### config.mk
export PLATFORM = sky130hd
export DESIGN_NAME = timer_regs
export DESIGN_NICKNAME = d
export VERILOG_FILES = /design/src/rtl/tmr_regs_pkg.sv /design/src/rtl/treg_decode.sv /design/src/rtl/treg_field.sv /design/src/rtl/treg_flag.sv /design/src/rtl/treg_trig.sv /design/src/rtl/timer_regs.sv
export SDC_FILE = /design/constraint.sdc
export NUM_CORES = 1
export LEC_CHECK = 0
export BUFFER_PORTS_ARGS = -buffer_cell sky130_fd_sc_hd__buf_2
export CAP_MARGIN = 5
export CORE_AREA = 2 2 102 84
export CTS_CLUSTER_SIZE = 12
export DETAILED_ROUTE_END_ITERATION = 10
export DIE_AREA = 0 0 104 86
export PLACE_DENSITY = 0.85
export SYNTH_ARGS = -nofsm -noshare
export SYNTH_HDL_FRONTEND = slang
export SYNTH_SLANG_ARGS = --single-unit
### constraint.sdc
create_clock -name clk -period 2 [get_ports clk]
set_input_delay 0.4 -clock clk [delete_from_list [all_inputs] [get_ports clk]]
set_output_delay 0.4 -clock clk [all_outputs]
set_load 0.05 [all_outputs]
### src/rtl/tmr_regs_pkg.sv
package tmr_regs_pkg;

    localparam int DATA_W = 32;

    // Byte offsets (behavioural: software decodes them)
    localparam logic [5:0] OFF_CTL1 = 6'h00;
    localparam logic [5:0] OFF_CTL2 = 6'h04;
    localparam logic [5:0] OFF_IEN  = 6'h0C;
    localparam logic [5:0] OFF_STAT = 6'h10;
    localparam logic [5:0] OFF_EVG  = 6'h14;
    localparam logic [5:0] OFF_CNT  = 6'h24;
    localparam logic [5:0] OFF_PSC  = 6'h28;
    localparam logic [5:0] OFF_ARR  = 6'h2C;

    // Bit positions
    localparam int B_CEN    = 0;
    localparam int B_UDIS   = 1;
    localparam int B_URS    = 2;
    localparam int B_OPM    = 3;
    localparam int B_ARPE   = 7;
    localparam int B_MIRROR = 11;
    localparam int B_TSEL   = 4;
    localparam int TSEL_W   = 3;
    localparam int B_IRQEN  = 0;
    localparam int B_DMAEN  = 8;
    localparam int B_FLAG   = 0;
    localparam int B_UG     = 0;
    localparam int B_CPY    = 31;

    typedef enum logic [TSEL_W-1:0] {
        TRG_SW_UPD = 3'b000,
        TRG_RUN    = 3'b001,
        TRG_UPDATE = 3'b010
    } trg_src_e;

    typedef enum logic [3:0] {
        SEL_NONE, SEL_CTL1, SEL_CTL2, SEL_IEN, SEL_STAT,
        SEL_EVG, SEL_CNT, SEL_PSC, SEL_ARR
    } reg_sel_e;

    typedef struct packed {
        logic mirror;
        logic arpe;
        logic opm;
        logic urs;
        logic udis;
        logic cen;
    } ctl1_t;

    function automatic ctl1_t ctl1_from_word(logic [DATA_W-1:0] w);
        ctl1_t c;
        c.mirror = w[B_MIRROR];
        c.arpe   = w[B_ARPE];
        c.opm    = w[B_OPM];
        c.urs    = w[B_URS];
        c.udis   = w[B_UDIS];
        c.cen    = w[B_CEN];
        return c;
    endfunction

    function automatic logic [DATA_W-1:0] ctl1_to_word(ctl1_t c);
        logic [DATA_W-1:0] w;
        w           = '0;
        w[B_MIRROR] = c.mirror;
        w[B_ARPE]   = c.arpe;
        w[B_OPM]    = c.opm;
        w[B_URS]    = c.urs;
        w[B_UDIS]   = c.udis;
        w[B_CEN]    = c.cen;
        return w;
    endfunction

endpackage

### src/rtl/treg_decode.sv
module treg_decode
    import tmr_regs_pkg::*;
#(
    parameter int ADDR_W = 6
) (
    input  logic [ADDR_W-1:0] addr,
    output reg_sel_e          sel
);
    always_comb begin
        if      (addr == ADDR_W'(OFF_CTL1)) sel = SEL_CTL1;
        else if (addr == ADDR_W'(OFF_CTL2)) sel = SEL_CTL2;
        else if (addr == ADDR_W'(OFF_IEN))  sel = SEL_IEN;
        else if (addr == ADDR_W'(OFF_STAT)) sel = SEL_STAT;
        else if (addr == ADDR_W'(OFF_EVG))  sel = SEL_EVG;
        else if (addr == ADDR_W'(OFF_CNT))  sel = SEL_CNT;
        else if (addr == ADDR_W'(OFF_PSC))  sel = SEL_PSC;
        else if (addr == ADDR_W'(OFF_ARR))  sel = SEL_ARR;
        else                                sel = SEL_NONE;
    end
endmodule

### src/rtl/treg_field.sv
module treg_field #(
    parameter int          W       = 16,
    parameter logic [W-1:0] RST_VAL = '0
) (
    input  logic         clk,
    input  logic         rst,
    input  logic         wr,
    input  logic [W-1:0] din,
    output logic [W-1:0] q
);
    always_ff @(posedge clk) begin
        if (rst)     q <= RST_VAL;
        else if (wr) q <= din;
    end
endmodule

### src/rtl/treg_flag.sv
module treg_flag (
    input  logic clk,
    input  logic rst,
    input  logic hw_set,
    input  logic sw_wr,
    input  logic sw_bit,
    input  logic irq_en,
    input  logic dma_en,
    output logic flag,
    output logic irq,
    output logic dma_req
);
    always_ff @(posedge clk) begin
        if (rst) begin
            flag    <= 1'b0;
            dma_req <= 1'b0;
        end else begin
            if (hw_set)                flag <= 1'b1;
            else if (sw_wr && !sw_bit) flag <= 1'b0;
            dma_req <= hw_set && dma_en;
        end
    end

    assign irq = flag && irq_en;
endmodule

### src/rtl/treg_trig.sv
module treg_trig
    import tmr_regs_pkg::*;
(
    input  logic [TSEL_W-1:0] sel,
    input  logic              sw_upd,
    input  logic              run,
    input  logic              upd,
    output logic              trig
);
    always_comb begin
        case (sel)
            TRG_SW_UPD: trig = sw_upd;
            TRG_RUN:    trig = run;
            TRG_UPDATE: trig = upd;
            default:    trig = 1'b0;
        endcase
    end
endmodule

### src/rtl/timer_regs.sv
module timer_regs
    import tmr_regs_pkg::*;
#(
    parameter int ADDR_W = 6,
    parameter int CNT_W  = 16
) (
    input  logic              clk,
    input  logic              rst,
    input  logic [ADDR_W-1:0] bus_addr,
    input  logic [31:0]       bus_wdata,
    input  logic              bus_we,
    output logic [31:0]       bus_rdata,
    input  logic [CNT_W-1:0]  tb_count,
    input  logic              tb_update,
    input  logic              tb_update_flagged,
    input  logic              tb_run,
    input  logic              tb_opm_stop,
    output logic              ctl_cen,
    output logic              ctl_udis,
    output logic              ctl_urs,
    output logic              ctl_opm,
    output logic              ctl_arpe,
    output logic [CNT_W-1:0]  ctl_psc,
    output logic [CNT_W-1:0]  ctl_arr,
    output logic              ctl_ug,
    output logic              ctl_cnt_load,
    output logic [CNT_W-1:0]  ctl_cnt_val,
    output logic              irq,
    output logic              dma_req,
    output logic              trig_out
);
    localparam logic [CNT_W-1:0] ARR_RST = '1;

    reg_sel_e          sel;
    reg_sel_e          wsel;
    ctl1_t             ctl1_q;
    logic [TSEL_W-1:0] tsel_q;
    logic              ien_irq;
    logic              ien_dma;
    logic              flag;
    logic              mirror_on;
    logic [31:0]       rd_next;

    treg_decode #(.ADDR_W(ADDR_W)) u_dec (.addr(bus_addr), .sel(sel));

    assign wsel = bus_we ? sel : SEL_NONE;

    // Control word 1, with hardware clear of run-enable on one-shot end
    always_ff @(posedge clk) begin
        if (rst) begin
            ctl1_q <= '0;
        end else begin
            if (wsel == SEL_CTL1) ctl1_q <= ctl1_from_word(bus_wdata);
            if (tb_opm_stop)      ctl1_q.cen <= 1'b0;
        end
    end

    // Trigger select and request enables
    always_ff @(posedge clk) begin
        if (rst) begin
            tsel_q  <= '0;
            ien_irq <= 1'b0;
            ien_dma <= 1'b0;
        end else begin
            if (wsel == SEL_CTL2) tsel_q <= bus_wdata[B_TSEL +: TSEL_W];
            if (wsel == SEL_IEN) begin
                ien_irq <= bus_wdata[B_IRQEN];
                ien_dma <= bus_wdata[B_DMAEN];
            end
        end
    end

    // Self-clearing strobes: update-generate and count load
    always_ff @(posedge clk) begin
        if (rst) begin
            ctl_ug       <= 1'b0;
            ctl_cnt_load <= 1'b0;
            ctl_cnt_val  <= '0;
        end else begin
            ctl_ug       <= (wsel == SEL_EVG) && bus_wdata[B_UG];
            ctl_cnt_load <= (wsel == SEL_CNT);
            if (wsel == SEL_CNT) ctl_cnt_val <= bus_wdata[CNT_W-1:0];
        end
    end

    treg_field #(.W(CNT_W), .RST_VAL('0)) u_psc (
        .clk(clk), .rst(rst), .wr(wsel == SEL_PSC),
        .din(bus_wdata[CNT_W-1:0]), .q(ctl_psc)
    );

    treg_field #(.W(CNT_W), .RST_VAL(ARR_RST)) u_arr (
        .clk(clk), .rst(rst), .wr(wsel == SEL_ARR),
        .din(bus_wdata[CNT_W-1:0]), .q(ctl_arr)
    );

    treg_flag u_flag (
        .clk(clk), .rst(rst),
        .hw_set(tb_update_flagged),
        .sw_wr(wsel == SEL_STAT),
        .sw_bit(bus_wdata[B_FLAG]),
        .irq_en(ien_irq), .dma_en(ien_dma),
        .flag(flag), .irq(irq), .dma_req(dma_req)
    );

    treg_trig u_trig (
        .sel(tsel_q), .sw_upd(ctl_ug), .run(tb_run), .upd(tb_update),
        .trig(trig_out)
    );

    assign mirror_on = ctl1_q.mirror;
    assign ctl_cen   = ctl1_q.cen;
    assign ctl_udis  = ctl1_q.udis;
    assign ctl_urs   = ctl1_q.urs;
    assign ctl_opm   = ctl1_q.opm;
    assign ctl_arpe  = ctl1_q.arpe;

    // Read mux
    always_comb begin
        rd_next = '0;
        case (sel)
            SEL_CTL1: rd_next = ctl1_to_word(ctl1_q);
            SEL_CTL2: rd_next[B_TSEL +: TSEL_W] = tsel_q;
            SEL_IEN: begin
                rd_next[B_IRQEN] = ien_irq;
                rd_next[B_DMAEN] = ien_dma;
            end
            SEL_STAT: rd_next[B_FLAG] = flag;
            SEL_CNT: begin
                rd_next[CNT_W-1:0] = tb_count;
                rd_next[B_CPY]     = mirror_on && flag;
            end
            SEL_PSC: rd_next[CNT_W-1:0] = ctl_psc;
            SEL_ARR: rd_next[CNT_W-1:0] = ctl_arr;
            default: rd_next = '0;
        endcase
    end

    always_ff @(posedge clk) begin
        if (rst) bus_rdata <= '0;
        else     bus_rdata <= rd_next;
    end

endmodule

**Word-level counts from Yosys, hierarchy flattened**

Index checks and enable logic that the tools add are counted.

- Flip-flop bits (word level): 95
- Input bits: 61
- Output and inout bits: 90
- Logic and storage cells: 73

- Equality and inequality tests: 24
- Multiplexer cells: 18
- Bitwise operators: 1
- Reductions and logical operators: 11

Operators by type and width:

| cell | number |
|---|---|
| $mux W4 | 9 |
| $eq A4 B3 Y1 const B | 7 |
| $pmux W7 S4 | 1 |
| $pmux W3 S4 | 2 |
| $eq A6 B6 Y1 const B | 3 |
| $eq A4 B2 Y1 const B | 4 |
| $eq A6 B5 Y1 const B | 2 |
| $eq A4 B1 Y1 const B | 2 |
| $eq A4 B4 Y1 const B | 2 |
| $pmux W1 S4 | 2 |
| $eq A6 B3 Y1 const B | 1 |
| $eq A6 B4 Y1 const B | 1 |
| $logic_not A6 Y1 | 1 |
| $pmux W1 S6 | 1 |
| $logic_and A1 B1 Y1 | 5 |
| $reduce_or A2 Y1 | 2 |
| $eq A3 B1 Y1 const B | 1 |
| $eq A3 B2 Y1 const B | 1 |
| $logic_not A3 Y1 | 1 |
| $pmux W1 S3 | 1 |
| $mux W1 | 2 |
| $reduce_bool A2 Y1 | 1 |
| $logic_not A1 Y1 | 1 |
| $not A1 Y1 | 1 |

**Depth between registers and ports, before layout**

Gate-level depths: netlist of the first run.

- Depth in word-level cells: 14
- Mapped depth: 6
- Mapped depth without buffers: 3

**By module**

From an unflattened synthesis of the first run, not the netlist that was laid out.

- Cell total of the unflattened synthesis: 405
- Area, all modules: 3721.1 um^2

Modules (own cells, without submodules):

| module | times used | cells an instance | area an instance (um^2) | seq. area each (um^2) |
|---|---|---|---|---|
| timer_regs | 1 | 273 | 2314.7 | 920.9 |
| treg_field (u_arr) | 1 | 53 | 599.3 | 320.3 |
| treg_field (u_psc) | 1 | 52 | 580.6 | 320.3 |
| treg_decode | 1 | 16 | 112.6 | 0.0 |
| treg_flag | 1 | 8 | 80.1 | 40.0 |
| treg_trig | 1 | 3 | 33.8 | 0.0 |

**Least setup slack after synthesis of the first run**

OpenSTA, ideal clock, no wires.

- Path type: flip-flop to output port
- Start: reg ctl_ug
- End: out trig_out
- Arrival time: 1564 ps
- Path slack: 36 ps
- Stages on the path, launching flop included: 4
- Path through: dfxtp_1 > mux2i_1 > o21a_1 > nor2_1

- Cells in the longest elaborated chain, start to end: 1

Ends and longest elaborated chain:

| item | RTL line | RTL |
|---|---|---|
| start: declaration | timer_regs.sv:25 | `output logic ctl_ug,` |
| start signal: assignment | timer_regs.sv:80 | `ctl_ug <= (wsel == SEL_EVG) && bus_wdata[B_UG];` |
| $pmux W1 S3 | treg_trig.sv:11 | `case (sel)` |
| end: declaration | timer_regs.sv:30 | `output logic trig_out` |

No other way between the ends.

**Worst setup path in the final report of the first run**

- Start: reg tsel_q[1]
- End: out trig_out

- Cells in the longest elaborated chain, start to end: 2
- Elaborated cells on any way between the ends: 4
- Those cells by class: eq/ne (2); mux (1); reduce/logical (1)

Ends and longest elaborated chain:

| item | RTL line | RTL |
|---|---|---|
| start: declaration | timer_regs.sv:37 | `logic [TSEL_W-1:0] tsel_q;` |
| start signal: assignment | timer_regs.sv:65 | `if (wsel == SEL_CTL2) tsel_q <= bus_wdata[B_TSEL +: TSEL_W];` |
| $eq A3 B2 Y1 (tied with other cells) | treg_trig.sv:11 |  |
| $pmux W1 S3 * | treg_trig.sv:11 |  |

Mark *: on every way between the ends. The rest lies on a longest branch, timed or not.

==> run_results.csv, run 1 <==
group,metric,value,unit
pwr,p_int,2.58,mW
pwr,max-vdd-ir-drop,0.425,mV
placed_design,place_area,0.00439,sq mm
logic_synthesis,postSynth.asyncResetShare,0,%
logic_synthesis,synth-edff-count,0,
floorplanning,dieHeight,86,um
route,drt_iter0_markers,139,
logic_synthesis,ys_warn_count,0,
logic_synthesis,ys_seq_area_share,43.1,%
route,drc,0,
floorplanning,dieArea,0.00894,sq mm
cells_and_area,fin_area,0.00463,sq mm
pwr,comb_power_share,10.5,%
logic_synthesis,synth_top_area_share,43.1,%
timing,fin_worst_skew,11.5,ps
global_routing,grt_pass1_wl,15400,um
route,met3_length,701,um
timing,setup_tns,0,ps
clock_network,root_buffer,"clkbuf_8",
critical_path,crit_arrival,1340,ps
clock_network,max-clock-path-buffers,2,
global_routing,antenna_found_initial,0,
timing,timing.slew.headroom,65.5,%
logic_synthesis,synth_top_flop_cell,"dfxtp_1",
placed_design,place_congestion,0.806,
critical_path,crit_path_start,"tsel_q[1]$_SDFFE_PP0N_",
floorplanning,coreArea,0.00784,sq mm
global_routing,grt_pass1_vias,3135,
critical_path,r2r_setup_slack,910,ps
pwr,switchingPower,0.796,mW
critical_path,critPathCapture,"trig_out",
timing,setup_viol,0,
logic_synthesis,yosysMostFrequentCell,"dfxtp_1",
hold_path,hp-start,"tb_update_flagged",
floorplanning,initial_core_util,47.4,%
route,route.antenna.remaining_nets,0,
global_routing,grt_max_degree,66,
cells_and_area,num-nets-final,566,
floorplanning,rows,29,
critical_path,startpoint_type,"flop",
critical_path,worstReg2RegStart,"ien_irq$_SDFFE_PP0N_",
timing,max_clock_freq,0.575,GHz
clock_network,cts.reportedPaths.clkPinSlew,70,ps
pwr,sw_frac_of_total,23.6,%
clock_network,hold_buffers,0,
cells_and_area,synthToLayoutAreaGrowth,24.6,%
clock_network,cts_resized,0,
clock_network,cts_sinks,80,
route,maxUsedRoutingLayer,"met4",
critical_path,critical_path_peak_fanout,4,
placed_design,dp.final_hpwl,7120,um
global_routing,grt_overflow,0,
route,drt-met1-wl,4320,um
cells_and_area,drive_gt1_share,31.4,%
timing,fin_crit,1740,ps
timing,timing.final.crit_share,87.0,%
job,max-cap-violations,0,
timing,rsz0062_at_grt,"no",
timing,timing.final.max_slew_violations,0,
route,wl_per_cell,15.7,um
pwr,power.leakage,2.10,nW
logic_synthesis,synth.distinct_cells,43,
pwr,power,3.37,mW
clock_network,cts_made_buffers,9,
pwr,p_per_area,729,mW/mm^2
route,wirelength,9690,um
timing,hold_viol,0,
route,num_vias,3173,
critical_path,worstRegToRegCells,3,
cells_and_area,n_antenna_cell,0,
clock_network,insertion_delay,340,ps
logic_synthesis,synthTopCellsByCount,"dfxtp_1 (80), mux2i_1 (67), nand2b_1 (57)",
logic_synthesis,yosys.area.top_type,"dfxtp_1",
logic_synthesis,ys_seq_elements,80,
critical_path,end_kind,"primary output",
critical_path,critPathKind,"flop to primary output",
cells_and_area,fillers,710,
logic_synthesis,avgSynthCellArea,9.52,sq um
timing,tightest_slew,517,ps
placed_design,numPortBuffers,119,
global_routing,grt_usage,21.7,%
clock_network,cts_setup_buffers,0,
route,first_pass_iters,6,
logic_synthesis,synth_area_leaders,"dfxtp_1 (43%), mux2i_1 (18%), nand2b_1 (9.6%)",
critical_path,required,1600,ps
pwr,clkPwrFrac,41.9,%
logic_synthesis,synthCells,390,
run_status,status,"finished clean",
floorplanning,die_w,104,um
hold_path,hp-class,"primary input to flop",
clock_network,cts-htree-levels,3,
critical_path,r2r_end,"bus_rdata[0]$_SDFF_PP0_",
floorplanning,io_pins,151,
clock_network,tritoncts,"yes",
pwr,pwr-share-seq,47.6,%
route,viasPerCell,5.14,
logic_synthesis,synth_area,0.00371,sq mm
route,met2_length,4580,um
-- power groups by stage --
stage / Sequential, mW / Combinational [mW] / Clock, mW
finish: 1.61 / 0.353 / 1.41
global route: 1.61 / 0.376 / 1.50
CTS: 1.61 / 0.350 / 1.44
detailed placement: 1.64 / 0.348 / 0
global placement: 1.64 / 0.342 / 0
floorplan: 1.67 / 0.242 / 0
-- metrics by stage --
stage | instances | hold slack [ps] | worst slack [ps] | utilization, %
global placement | 602 | 443 | 143 | 56.0
global route | 617 | 283 | 164 | 59.0
detailed placement | 602 | 448 | 90.9 | 56.0
finish | 617 | 292 | 260 | 59.0
floorplan | 404 | 426 | 35.9 | -
CTS | 617 | 272 | 245 | 59.0
-- area by class of cell --
class                           count  area [sq um]  share of cell area [%]
Clock buffer                       12           145                    3.14
Clock inverter                      3          90.1                    1.95
Inverter                            4          15.0                   0.325
Multi-Input combinational cell    276          1910                    41.2
Sequential cell                    80          1600                    34.6
Tap cell                          108           135                    2.92
Timing Repair Buffer              134           733                    15.9
-- metal layers --
layer / global-route usage [%] / vias up
met4: 6.39 / 0
met5: 0 / -
met2: 36.1 / 128
met3: 6.31 / 8
met1: 27.6 / 1489
li1: - / 1548
-- cell usage in the layout (no fill, tap or decap), drive strengths merged, types with 4 or more instances in the layout --
cell type / n
nand2b: 57
nor3: 5
nand2: 7
nor2: 43
a21oi: 17
conb: 15
buf: 134
inv: 4
mux2: 8
clkbuf: 12
dfxtp: 80
nand3: 11
a211o: 8
mux2i: 67
a22oi: 7
-- kinds of logic after synthesis --
kind of cell	share of synthesized area (%)
flops	43.1
simple gates	21.2
other cells	0.101
compound gates	7.99
buf+inv	7.08
mux	20.5
-- registers in the layout, summed over array words and instances (netlist names) --
signal and count:
u_arr.q 16, u_flag.flag 1, ctl_arpe 1, ctl_cnt_load 1, ctl_cen 1, u_flag.dma_req 1
ien_irq 1, ctl_cnt_val 16, ctl_opm 1, ien_dma 1, u_psc.q 16, mirror_on 1
ctl_udis 1, bus_rdata 17, ctl_urs 1, ctl_ug 1, tsel_q 3
-- worst min path at each step --
stage / to / slack (ps) / depth (start not counted)
finish: u_flag.dma_req$_SDFF_PP0_ / 290 / 3
global route: u_flag.dma_req$_SDFF_PP0_ / 280 / 3
CTS: u_flag.dma_req$_SDFF_PP0_ / 270 / 3
detailed placement: u_flag.dma_req$_SDFF_PP0_ / 450 / 2
global placement: u_flag.dma_req$_SDFF_PP0_ / 440 / 2
floorplan: u_flag.dma_req$_SDFF_PP0_ / 430 / 2
-- critical path: stages (launching register included) --
cell and delay [ps]:
dfxtp_1 410, mux2i_1 90, o21a_1 170, nor2_1 70, buf_2 260
Note: power is estimated with default switching activity, not from simulation.
==> run 2: changes to the inputs <==
--- a/config.mk
+++ b/config.mk
@@ -5,13 +5,14 @@
 export SDC_FILE = /design/constraint.sdc
 export NUM_CORES = 1
 export LEC_CHECK = 0
+export ABC_AREA = 1
 export BUFFER_PORTS_ARGS = -buffer_cell sky130_fd_sc_hd__buf_2
 export CAP_MARGIN = 5
-export CORE_AREA = 2 2 102 84
+export CORE_AREA = 2 2 98 81
 export CTS_CLUSTER_SIZE = 12
 export DETAILED_ROUTE_END_ITERATION = 10
-export DIE_AREA = 0 0 104 86
-export PLACE_DENSITY = 0.85
+export DIE_AREA = 0 0 100 83
+export PLACE_DENSITY = 0.86
 export SYNTH_ARGS = -nofsm -noshare
 export SYNTH_HDL_FRONTEND = slang
 export SYNTH_SLANG_ARGS = --single-unit
==> run 2 against run 1 <==
Net effect:
- first-iteration DRC count grew 83%
- clock skew shrank 3.3 ps
- die area is 7.2% lower
- largest cell class is now flip-flops and latches
- highest routed layer unchanged
==> run_results.csv, run 2 <==
group,metric,value,unit
logic_synthesis,synth_top_area_share,47.4,%
logic_synthesis,synth_area,0.00338,sq mm
timing,fin_ws,157,ps
global_routing,antenna_found_initial,0,
critical_path,critical_path_peak_fanout,4,
floorplanning,io_pins,151,
cells_and_area,final_common_cell,"buf_2",
clock_network,cts.reportedPaths.clkPinSlew,80,ps
route,drt_iter0_markers,254,
pwr,sw_frac_of_total,25.6,%
cells_and_area,synthToLayoutAreaGrowth,24.8,%
logic_synthesis,synth_adder_area_share,0,%
route,wl_per_cell,14.1,um
timing,hold_viol,0,
clock_network,tritoncts,"yes",
logic_synthesis,synth_top_family_by_area,"simple AND/OR/NAND/NOR gates",
pwr,power,3.01,mW
global_routing,grt_max_degree,35,
placed_design,dp_slack,135,ps
timing,setup_viol,0,
route,first_pass_iters,5,
logic_synthesis,avgSynthCellArea,7.29,sq um
placed_design,dp.final_hpwl,7150,um
placed_design,numPortBuffers,119,
clock_network,hold_buffers,0,
logic_synthesis,synth.distinct_cells,26,
global_routing,grt_overflow,0,
route,wirelength,9590,um
clock_network,cts-htree-levels,3,
floorplanning,dieHeight,83,um
critical_path,startpoint_type,"flop",
floorplanning,dieArea,0.00830,sq mm
critical_path,required,1600,ps
pwr,comb_power_share,8.9,%
placed_design,place_area,0.00404,sq mm
clock_network,cts_made_buffers,9,
logic_synthesis,synthMuxAreaShare,0,%
logic_synthesis,synth_area_leaders,"dfxtp_1 (47%), nand2_1 (12%), nor2_1 (6.6%)",
pwr,p_int,2.24,mW
cells_and_area,drive_gt1_share,26.7,%
global_routing,grt_pass1_wl,15300,um
timing,fin_worst_skew,8.12,ps
clock_network,root_buffer,"clkbuf_8",
clock_network,cts_resized,0,
timing,setup_tns,0,ps
global_routing,grt_usage,23.1,%
floorplanning,rows,28,
critical_path,critPathKind,"flop to primary output",
critical_path,crit_arrival,1440,ps
timing,timing.final.crit_share,92.1,%
clock_network,insertion_delay,350,ps
route,viasPerCell,4.99,
cells_and_area,largest_register_ffs,17,
timing,timing.final.max_slew_violations,0,
logic_synthesis,ys_warn_count,0,
route,route.antenna.remaining_nets,0,
hold_path,hp-class,"primary input to flop",
route,drc,0,
logic_synthesis,postSynth.asyncResetShare,0,%
cells_and_area,n_antenna_cell,0,
logic_synthesis,synthSimpleGateAreaFrac,24.8,%
timing,fin_hold_ws,214,ps
cells_and_area,fillers,699,
logic_synthesis,synthTopCellsByCount,"nand2_1 (110), dfxtp_1 (80), nor2_1 (59)",
placed_design,place_congestion,0.916,
logic_synthesis,yosys.area_share.xor_xnor,0,%
logic_synthesis,synth_compound_area_share,15.0,%
job,max-cap-violations,0,
timing,rsz0062_at_grt,"no",
route,num_vias,3383,
floorplanning,coreArea,0.00729,sq mm
critical_path,r2r_setup_slack,1160,ps
timing,max_clock_freq,0.543,GHz
pwr,max-vdd-ir-drop,0.358,mV
cells_and_area,num-nets-final,644,
clock_network,cts_setup_buffers,0,
logic_synthesis,synthCells,464,
placed_design,dp_cells,662,
cells_and_area,final_cell_mix,"buf_2 (119), nand2_1 (110), dfxtp_1 (80)",
pwr,power.leakage,2.19,nW
cells_and_area,fin_area,0.00422,sq mm
clock_network,cts_sinks,80,
logic_synthesis,yosys.area.top_type,"dfxtp_1",
cells_and_area,instances_no_fill,678,
critical_path,end_kind,"primary output",
logic_synthesis,ys_seq_elements,80,
timing,tightest_slew,585,ps
cells_and_area,final_util,57.9,%
timing,timing.slew.headroom,61.0,%
global_routing,grt_pass1_vias,3152,
floorplanning,initial_core_util,46.4,%
floorplanning,die_w,100,um
timing,fin_crit,1840,ps
logic_synthesis,ys_seq_area_share,47.4,%
run_status,status,"finished clean",
pwr,p_per_area,714,mW/mm^2
pwr,pwr-share-seq,53.4,%
logic_synthesis,yosysMostFrequentCell,"nand2_1",
logic_synthesis,synth-edff-count,0,
pwr,switchingPower,0.771,mW
cells_and_area,largest-register,"bus_rdata",
logic_synthesis,synth_top_flop_cell,"dfxtp_1",
pwr,clkPwrFrac,37.6,%
clock_network,max-clock-path-buffers,2,
## run 2: cell count changes in the layout (fill, tap and decap cells not counted), sizes merged, moves of 8 or more
cell / change
mux2: -8
a211o: -8
inv: +53
mux2i: -67
o211ai: +9
o21ai: +34
nand2: +106
a21oi: +15
nor2: +23
nand2b: -57
## run 2: power by group through the flow
| stage | clock network, mW | registers [mW] | logic [mW] |
|---|---|---|---|
| 3_3_place_gp | 0 | 1.65 | 0.264 |
| 3_5_place_dp | 0 | 1.65 | 0.266 |
| 2_1_floorplan | 0 | 1.68 | 0.162 |
| 4_1_cts | 1.16 | 1.61 | 0.267 |
| 5_1_grt | 1.22 | 1.61 | 0.290 |
| 6_report | 1.13 | 1.61 | 0.269 |
## run 2: routing by layer
metal / vias up / wire, um / GRT usage [%]
met3: 20 / 807 / 6.48
met4: 0 / 189 / 8.09
li1: 1680 / - / -
met1: 1528 / 4220 / 31.0
met2: 155 / 4380 / 35.7
met5: - / 0 / 0
## run 2: worst max-delay path, cell delays in order (launching register included)
cell       delay, ps
dfxtp_1          350
inv_1             80
nand2_1           80
a2111oi_4        280
buf_2            310
## run 2: area by class of cell
cell class | count | area, sq um | share of cell area (%)
Timing Repair Buffer | 130 | 691 | 16.4
Clock buffer | 12 | 135 | 3.20
Clock inverter | 4 | 45.0 | 1.07
Inverter | 57 | 214 | 5.07
Sequential cell | 80 | 1600 | 38.0
Tap cell | 90 | 113 | 2.67
Multi-Input combinational cell | 305 | 1420 | 33.7
## run 2: worst paths after layout
kind	start	end	cells after the start
max	tsel_q[1]$_SDFFE_PP0N_	trig_out	4
min reg2reg	u_psc.q[11]$_SDFFE_PP0N_	u_psc.q[11]$_SDFFE_PP0N_	2
min	tb_opm_stop	ctl_cen$_SDFFE_PP0N_	2
max reg2reg	u_flag.flag$_SDFFE_PP0P_	bus_rdata[0]$_SDFF_PP0_	4
## run 2: logic make-up after synthesis
| logic type | after synthesis |
|---|---|
| other | 1 |
| DFF | 80 |
| buffers and inverters | 93 |
| AOI/OAI and AO/OA | 89 |
| and+or+nand+nor | 201 |
